<file path="config.mk">
export PLATFORM = sky130hd
export DESIGN_NAME = evt_latch_irq
export DESIGN_NICKNAME = d
export VERILOG_FILES = /design/src/rtl/eli_pkg.sv /design/src/rtl/eli_ctrl_reg.sv /design/src/rtl/eli_sts_bank.sv /design/src/rtl/eli_irq_drv.sv /design/src/rtl/evt_latch_irq.sv
export SDC_FILE = /design/constraint.sdc
export NUM_CORES = 1
export LEC_CHECK = 0
export ABC_AREA = 1
export CAP_MARGIN = 5
export CORE_AREA = 2 2 71 124
export CTS_BUF_LIST = sky130_fd_sc_hd__clkbuf_16
export CTS_CLUSTER_DIAMETER = 200
export DETAILED_ROUTE_END_ITERATION = 8
export DIE_AREA = 0 0 73 126
export PLACE_DENSITY = 0.71
export SETUP_SLACK_MARGIN = 0.05
export SLEW_MARGIN = 20
export SYNTH_ARGS = -nofsm -noshare
export SYNTH_HDL_FRONTEND = slang
export SYNTH_SLANG_ARGS = --single-unit
export TNS_END_PERCENT = 50
</file>
<file path="constraint.sdc">
create_clock -name clk_i -period 1.1 [get_ports clk_i]
set_input_delay 0.11 -clock clk_i [delete_from_list [all_inputs] [get_ports clk_i]]
set_output_delay 0.11 -clock clk_i [all_outputs]
set_load 0.01 [all_outputs]
</file>
<file path="src/rtl/eli_pkg.sv">
package eli_pkg;
  // control register layout: bit 1 pin drive, bit 0 clear-on-read
  typedef struct packed {
    logic pin_drive;
    logic clr_on_rd;
  } eli_ctrl_t;

  localparam int CTRL_W = 2;
endpackage

</file>
<file path="src/rtl/eli_ctrl_reg.sv">
module eli_ctrl_reg
  import eli_pkg::*;
(
  input  logic              clk,
  input  logic              rst,
  input  logic              wr_en,
  input  logic [CTRL_W-1:0] wdata,
  output eli_ctrl_t         ctrl_q
);
  always_ff @(posedge clk) begin
    if (rst)
      ctrl_q <= '0;
    else if (wr_en)
      ctrl_q <= eli_ctrl_t'(wdata);
  end


  ctrl_hold_chk: assert property (@(posedge clk) disable iff (rst)
    !wr_en |=> $stable(ctrl_q));
endmodule

</file>
<file path="src/rtl/eli_sts_bank.sv">
module eli_sts_bank #(
  parameter int W = 8
) (
  input  logic         clk,
  input  logic         rst,
  input  logic         dp_rst,
  input  logic         rc_mode,
  input  logic [W-1:0] evt,
  input  logic         sts_wr,
  input  logic         sts_rd,
  input  logic         en_wr,
  input  logic [W-1:0] wdata,
  output logic [W-1:0] sts_q,
  output logic [W-1:0] en_q,
  output logic         act
);
  logic [W-1:0] clr_mask;
  logic         clr_hit;

  always_comb begin
    clr_mask = '0;
    if (rc_mode) begin
      if (sts_rd) clr_mask = '1;
    end else begin
      if (sts_wr) clr_mask = wdata;
    end
  end

  assign clr_hit = rc_mode ? sts_rd : sts_wr;

  always_ff @(posedge clk) begin
    if (rst || dp_rst)
      sts_q <= '0;
    else
      sts_q <= (sts_q & ~clr_mask) | evt;
  end

  always_ff @(posedge clk) begin
    if (rst)
      en_q <= '0;
    else if (en_wr)
      en_q <= wdata;
  end

  assign act = |(sts_q & en_q);


  evt_lands_chk: assert property (@(posedge clk) disable iff (rst || dp_rst)
    (evt != '0) |=> ((sts_q & $past(evt)) == $past(evt)));


  sticky_hold_chk: assert property (@(posedge clk) disable iff (rst || dp_rst)
    !clr_hit |=> ((sts_q & $past(sts_q)) == $past(sts_q)));


  dp_clear_chk: assert property (@(posedge clk) disable iff (rst)
    dp_rst |=> (sts_q == '0));
endmodule

</file>
<file path="src/rtl/eli_irq_drv.sv">
module eli_irq_drv (
  input  logic clk,
  input  logic rst,
  input  logic any_act,
  input  logic pin_drive,
  output logic irq_n,
  output logic irq_oe
);
  always_ff @(posedge clk) begin
    if (rst) begin
      irq_n  <= 1'b1;
      irq_oe <= 1'b0;
    end else if (any_act) begin
      irq_n  <= 1'b0;
      irq_oe <= 1'b1;
    end else begin
      irq_n  <= 1'b1;
      irq_oe <= pin_drive;
    end
  end


  irq_active_chk: assert property (@(posedge clk) disable iff (rst)
    any_act |=> (!irq_n && irq_oe));


  irq_release_chk: assert property (@(posedge clk) disable iff (rst)
    (!any_act && !pin_drive) |=> !irq_oe);


  irq_drive_high_chk: assert property (@(posedge clk) disable iff (rst)
    (!any_act && pin_drive) |=> (irq_n && irq_oe));
endmodule

</file>
<file path="src/rtl/evt_latch_irq.sv">
module evt_latch_irq
  import eli_pkg::*;
#(
  parameter int NUM_BANKS = 4,
  parameter int BANK_W    = 8,
  localparam int ADDR_W   = $clog2(2 * NUM_BANKS + 1),
  localparam int EVT_W    = NUM_BANKS * BANK_W
) (
  input  logic              clk_i,
  input  logic              rst_i,
  input  logic              soft_rst_i,
  input  logic              dp_rst_i,
  input  logic [EVT_W-1:0]  evt_i,
  input  logic              host_wr_i,
  input  logic              host_rd_i,
  input  logic [ADDR_W-1:0] host_addr_i,
  input  logic [BANK_W-1:0] host_wdata_i,
  output logic [BANK_W-1:0] host_rdata_o,
  output logic              host_rvld_o,
  output logic              irq_n_o,
  output logic              irq_oe_o
);
  logic                    g_rst;
  eli_ctrl_t               ctrl_q;
  logic                    ctrl_wr;
  logic [BANK_W-1:0]       sts_arr [NUM_BANKS];
  logic [BANK_W-1:0]       en_arr  [NUM_BANKS];
  logic [NUM_BANKS-1:0]    act_v;
  logic [BANK_W-1:0]       rdata_d;

  assign g_rst   = rst_i | soft_rst_i;
  assign ctrl_wr = host_wr_i && (host_addr_i == '0);

  eli_ctrl_reg u_ctrl (
    .clk    (clk_i),
    .rst    (g_rst),
    .wr_en  (ctrl_wr),
    .wdata  (host_wdata_i[CTRL_W-1:0]),
    .ctrl_q (ctrl_q)
  );

  for (genvar k = 0; k < NUM_BANKS; k++) begin : g_bank
    localparam logic [ADDR_W-1:0] STS_A = ADDR_W'(1 + k);
    localparam logic [ADDR_W-1:0] EN_A  = ADDR_W'(1 + NUM_BANKS + k);

    eli_sts_bank #(.W(BANK_W)) u_bank (
      .clk     (clk_i),
      .rst     (g_rst),
      .dp_rst  (dp_rst_i),
      .rc_mode (ctrl_q.clr_on_rd),
      .evt     (evt_i[k*BANK_W +: BANK_W]),
      .sts_wr  (host_wr_i && (host_addr_i == STS_A)),
      .sts_rd  (host_rd_i && (host_addr_i == STS_A)),
      .en_wr   (host_wr_i && (host_addr_i == EN_A)),
      .wdata   (host_wdata_i),
      .sts_q   (sts_arr[k]),
      .en_q    (en_arr[k]),
      .act     (act_v[k])
    );
  end

  always_comb begin
    rdata_d = '0;
    if (host_addr_i == '0)
      rdata_d = BANK_W'(ctrl_q);
    for (int k = 0; k < NUM_BANKS; k++) begin
      if (host_addr_i == ADDR_W'(1 + k))
        rdata_d = sts_arr[k];
      if (host_addr_i == ADDR_W'(1 + NUM_BANKS + k))
        rdata_d = en_arr[k];
    end
  end

  always_ff @(posedge clk_i) begin
    if (g_rst) begin
      host_rdata_o <= '0;
      host_rvld_o  <= 1'b0;
    end else begin
      host_rvld_o <= host_rd_i;
      if (host_rd_i)
        host_rdata_o <= rdata_d;
    end
  end

  eli_irq_drv u_irq (
    .clk       (clk_i),
    .rst       (g_rst),
    .any_act   (|act_v),
    .pin_drive (ctrl_q.pin_drive),
    .irq_n     (irq_n_o),
    .irq_oe    (irq_oe_o)
  );


  rvld_follow_chk: assert property (@(posedge clk_i) disable iff (g_rst)
    host_rd_i |=> host_rvld_o);


  soft_reset_chk: assert property (@(posedge clk_i) disable iff (rst_i)
    soft_rst_i |=> (irq_n_o && !irq_oe_o && !host_rvld_o));
endmodule

</file>
==> flow_summary.ini <==
[pwr]
switchingPower_uw = 1720
ir_drop_v = 0.000956
p_int_uw = 5270
powerDensity_mw_per_mm2 = 1160
clkPwrFrac = 0.452
sw_frac_of_total = 0.246
seq_power_share = 0.412
pwr-share-comb = 0.135
p_leak_uw = 0.00253
total_power_uw = 6990

[critical_path]
r2r_slack_ns = -0.16
cpPeakStageDelay_ns = 0.33
crit_family = simple AND/OR/NAND/NOR gates
crit_type = reg2reg
crit_top_cell = nand2_1
timing.rr.end = u_irq.irq_oe$_SDFF_PP0_
critPathBufInv = 0
cp.required_ns = 1.34
cp-end-kind = flip-flop
cp.depth = 8
crit_chain = nand2_1 > nand2_1 > a221oi_2 > nand2_1 > nor2_2 > nand2_1 > nand2_1 > nand2_1
ff2ff_path_depth = 8
cp_slowest_cell = dfxtp_2
worst-path-max-fanout = 2
worstReg2RegStart = g_bank[1].u_bank.en_q[5]$_SDFFE_PP0P_
start_kind = flip-flop
cp.arrival_ns = 1.50

[synth]
ys_types = 22
synth-simple-area-share = 0.282
netlist_area_mm2 = 0.00363
synth_area_leaders = dfxtp_1 (42%), a21oi_1 (9.8%), nand2_1 (9.6%), nor2_1 (7.7%), inv_1 (6.3%)
synth_compound_area_frac = 0.204
synth_fa_ha_area_frac = 0
synth_seq_cells = 77
yosys.area_share.xor_xnor = 0
syn_area_per_cell_um2 = 6.79
netlist_instances = 535
synth_top_family_by_area = simple AND/OR/NAND/NOR gates
yosysSeqAreaShare = 0.424
synth_nets = 585
synth.top_cell.area_share = 0.424
ys.warnings.count = 0
synth_largest_area_cell = dfxtp_1
synth.area.mux_share = 0

[timing]
slew_viol_final = 0
holdWs_ns = 0.248
max-slew-margin-rel = 0.795
finClkSkew_ns = 0.00604
grt_setup_unrepaired = true
tightest_slew_ns = 0.306
finalCritPeriodShare = 1.15
finalSetupViolCount = 36
period_needed_ns = 1.26
max_freq_ghz = 0.793
layout_setup_ws_ns = -0.161
finalHoldViolCount = 0

[final_layout]
area_delta_synth_final_pct = 65.4
nFillCells = 625
drive_gt1_frac = 0.372
layout.nets = 744
finalNonFillerCells = 792
multi_input_area_mm2 = 0.00227
seqCellArea_mm2 = 0.00157
final_common_cell = nand2_1
layout_common_cells = nand2_1 (82), buf_4 (75), dfxtp_1 (59), inv_1 (54), nor2_1 (52)

[worst_hold_path]
min_from = host_addr_i[0]
holdPathEnd = u_ctrl.ctrl_q[1]$_SDFFE_PP0P_
hp-class = in2reg
worstHoldPathCells = 4

[drt]
antenna_left = 0
wl_met1_mm = 5.14
wl_met2_mm = 7.47
drt-total-wl_mm = 14.7
first_pass_iters = 5
highest_layer = met4
vias_per_cell = 5.58
met3RoutedLength_um = 802
drc = 0
wl_per_cell_um = 18.6
vias = 4419
first_iter_violations = 249

[global_routing]
grt_max_degree = 33
first_global_vias = 4305
grt-ovfl-total = 0
antenna_found_initial = 1
grt_pass1_wl_mm = 21.5
grt_use_total = 0.315

[place]
post-place-cells = 750
dp.final_hpwl_mm = 10.0
place_ws_ns = -0.755
portBuffers = 60
place_congestion = 0.976

[cts]
clk_pin_slew_worst_paths_ns = 0.06
cts-root-buf = clkbuf_16
clockBufferDepth = 2
numClockSinks = 77
clk_latency_ns = 0.35
numCtsBuffers = 9
cts-htree-levels = 3
cts_tree = done
hold_buffers = 0

[floorplan]
coreArea_mm2 = 0.00820
placementRows = 44
ios = 61
start_util = 0.443
dieArea_mm2 = 0.00920
fp.dieH_um = 126
die_w_um = 73

[flow_run]
drv_cap = 0

[run_status]
violations = negative setup slack
status = finished, violations left
stage by stage:
stage	util	TNS (ns)	instance area, um^2
6_report	0.733	-1.38	6010
4_1_cts	0.685	-1.46	5620
3_3_place_gp	0.597	-44.62	4900
5_1_grt	0.733	-3.18	6010
3_5_place_dp	0.597	-46.59	4900
2_1_floorplan	-	0	3640
worst register-to-register path, stage by stage (launching register included):
cell,delay [ns]
dfxtp_2,0.33
nand2_1,0.05
nand2_1,0.06
a221oi_2,0.19
nand2_1,0.14
nor2_2,0.17
nand2_1,0.07
nand2_1,0.08
nand2_1,0.05
state kept, by name, summed over array words and instances (netlist names):
| name | cells |
|---|---|
| g_bank.u_bank.en_q | 32 |
| u_irq.irq_oe | 1 |
| host_rdata_o | 8 |
| u_irq.irq_n | 1 |
| host_rvld_o | 1 |
| u_ctrl.ctrl_q | 2 |
| g_bank.u_bank.sts_q | 32 |
kinds of logic (layout without fill, tap and decap cells):
group	Yosys count	count (layout)
simple gates	235	236
compound gates	138	138
flops	77	77
buf+inv	85	248
other cells	0	1
power by group through the flow:
stage               Sequential, uW  Combinational [uW]  Clock, uW
floorplan                     2930                 277          0
global placement              2930                 757          0
detailed placement            2930                 765          0
CTS                           2870                 839       3190
global route                  2880                 998       3320
finish                        2880                 947       3160
per-layer routing:
layer,vias to the layer above,GRT usage
met5,-,0
met4,0,0.248
met3,76,0.0592
met2,183,0.529
met1,2069,0.332
li1,2091,-
synth_stat cells, drive strengths merged:
master,count
clkinv,1
nand3,39
dfxtp,77
nor2,87
a31oi,16
a22o,3
inv,66
a221oi,5
or2,1
nand2,98
o22ai,1
o21ai,42
nor3,1
a21oi,71
nand4,9
clkbuf,12
buf,6
how the worst max path moves through the flow:
stage | start | endpoint | slack, ns
3_5_place_dp | host_addr_i[0] | g_bank[0].u_bank.sts_q[1]$_SDFF_PP0_ | -0.75
5_1_grt | g_bank[0].u_bank.sts_q[4]$_SDFF_PP0_ | u_irq.irq_oe$_SDFF_PP0_ | -0.20
2_1_floorplan | host_addr_i[0] | g_bank[3].u_bank.en_q[5]$_SDFFE_PP0P_ | 0.06
4_1_cts | g_bank[1].u_bank.en_q[5]$_SDFFE_PP0P_ | u_irq.irq_oe$_SDFF_PP0_ | -0.20
6_report | g_bank[1].u_bank.en_q[5]$_SDFFE_PP0P_ | u_irq.irq_oe$_SDFF_PP0_ | -0.16
3_3_place_gp | host_addr_i[1] | host_rdata_o[0]$_SDFFE_PP0P_ | -0.70
area by class of cell:
type	instances	share of cell area
Tap cell	92	0.0191
Multi-Input combinational cell	374	0.377
Timing Repair Buffer	165	0.247
Clock inverter	7	0.0150
Inverter	67	0.0433
Sequential cell	77	0.261
Antenna cell	1	0.000416
Clock buffer	9	0.0375
timing repair:
item                       CTS  global route
pin swaps                   83            63
gates resized for setup    128            95
setup endpoints to repair   87            68
buffers inserted             8            15
gates cloned                 2             0
Power figures use the tool's default switching activity.
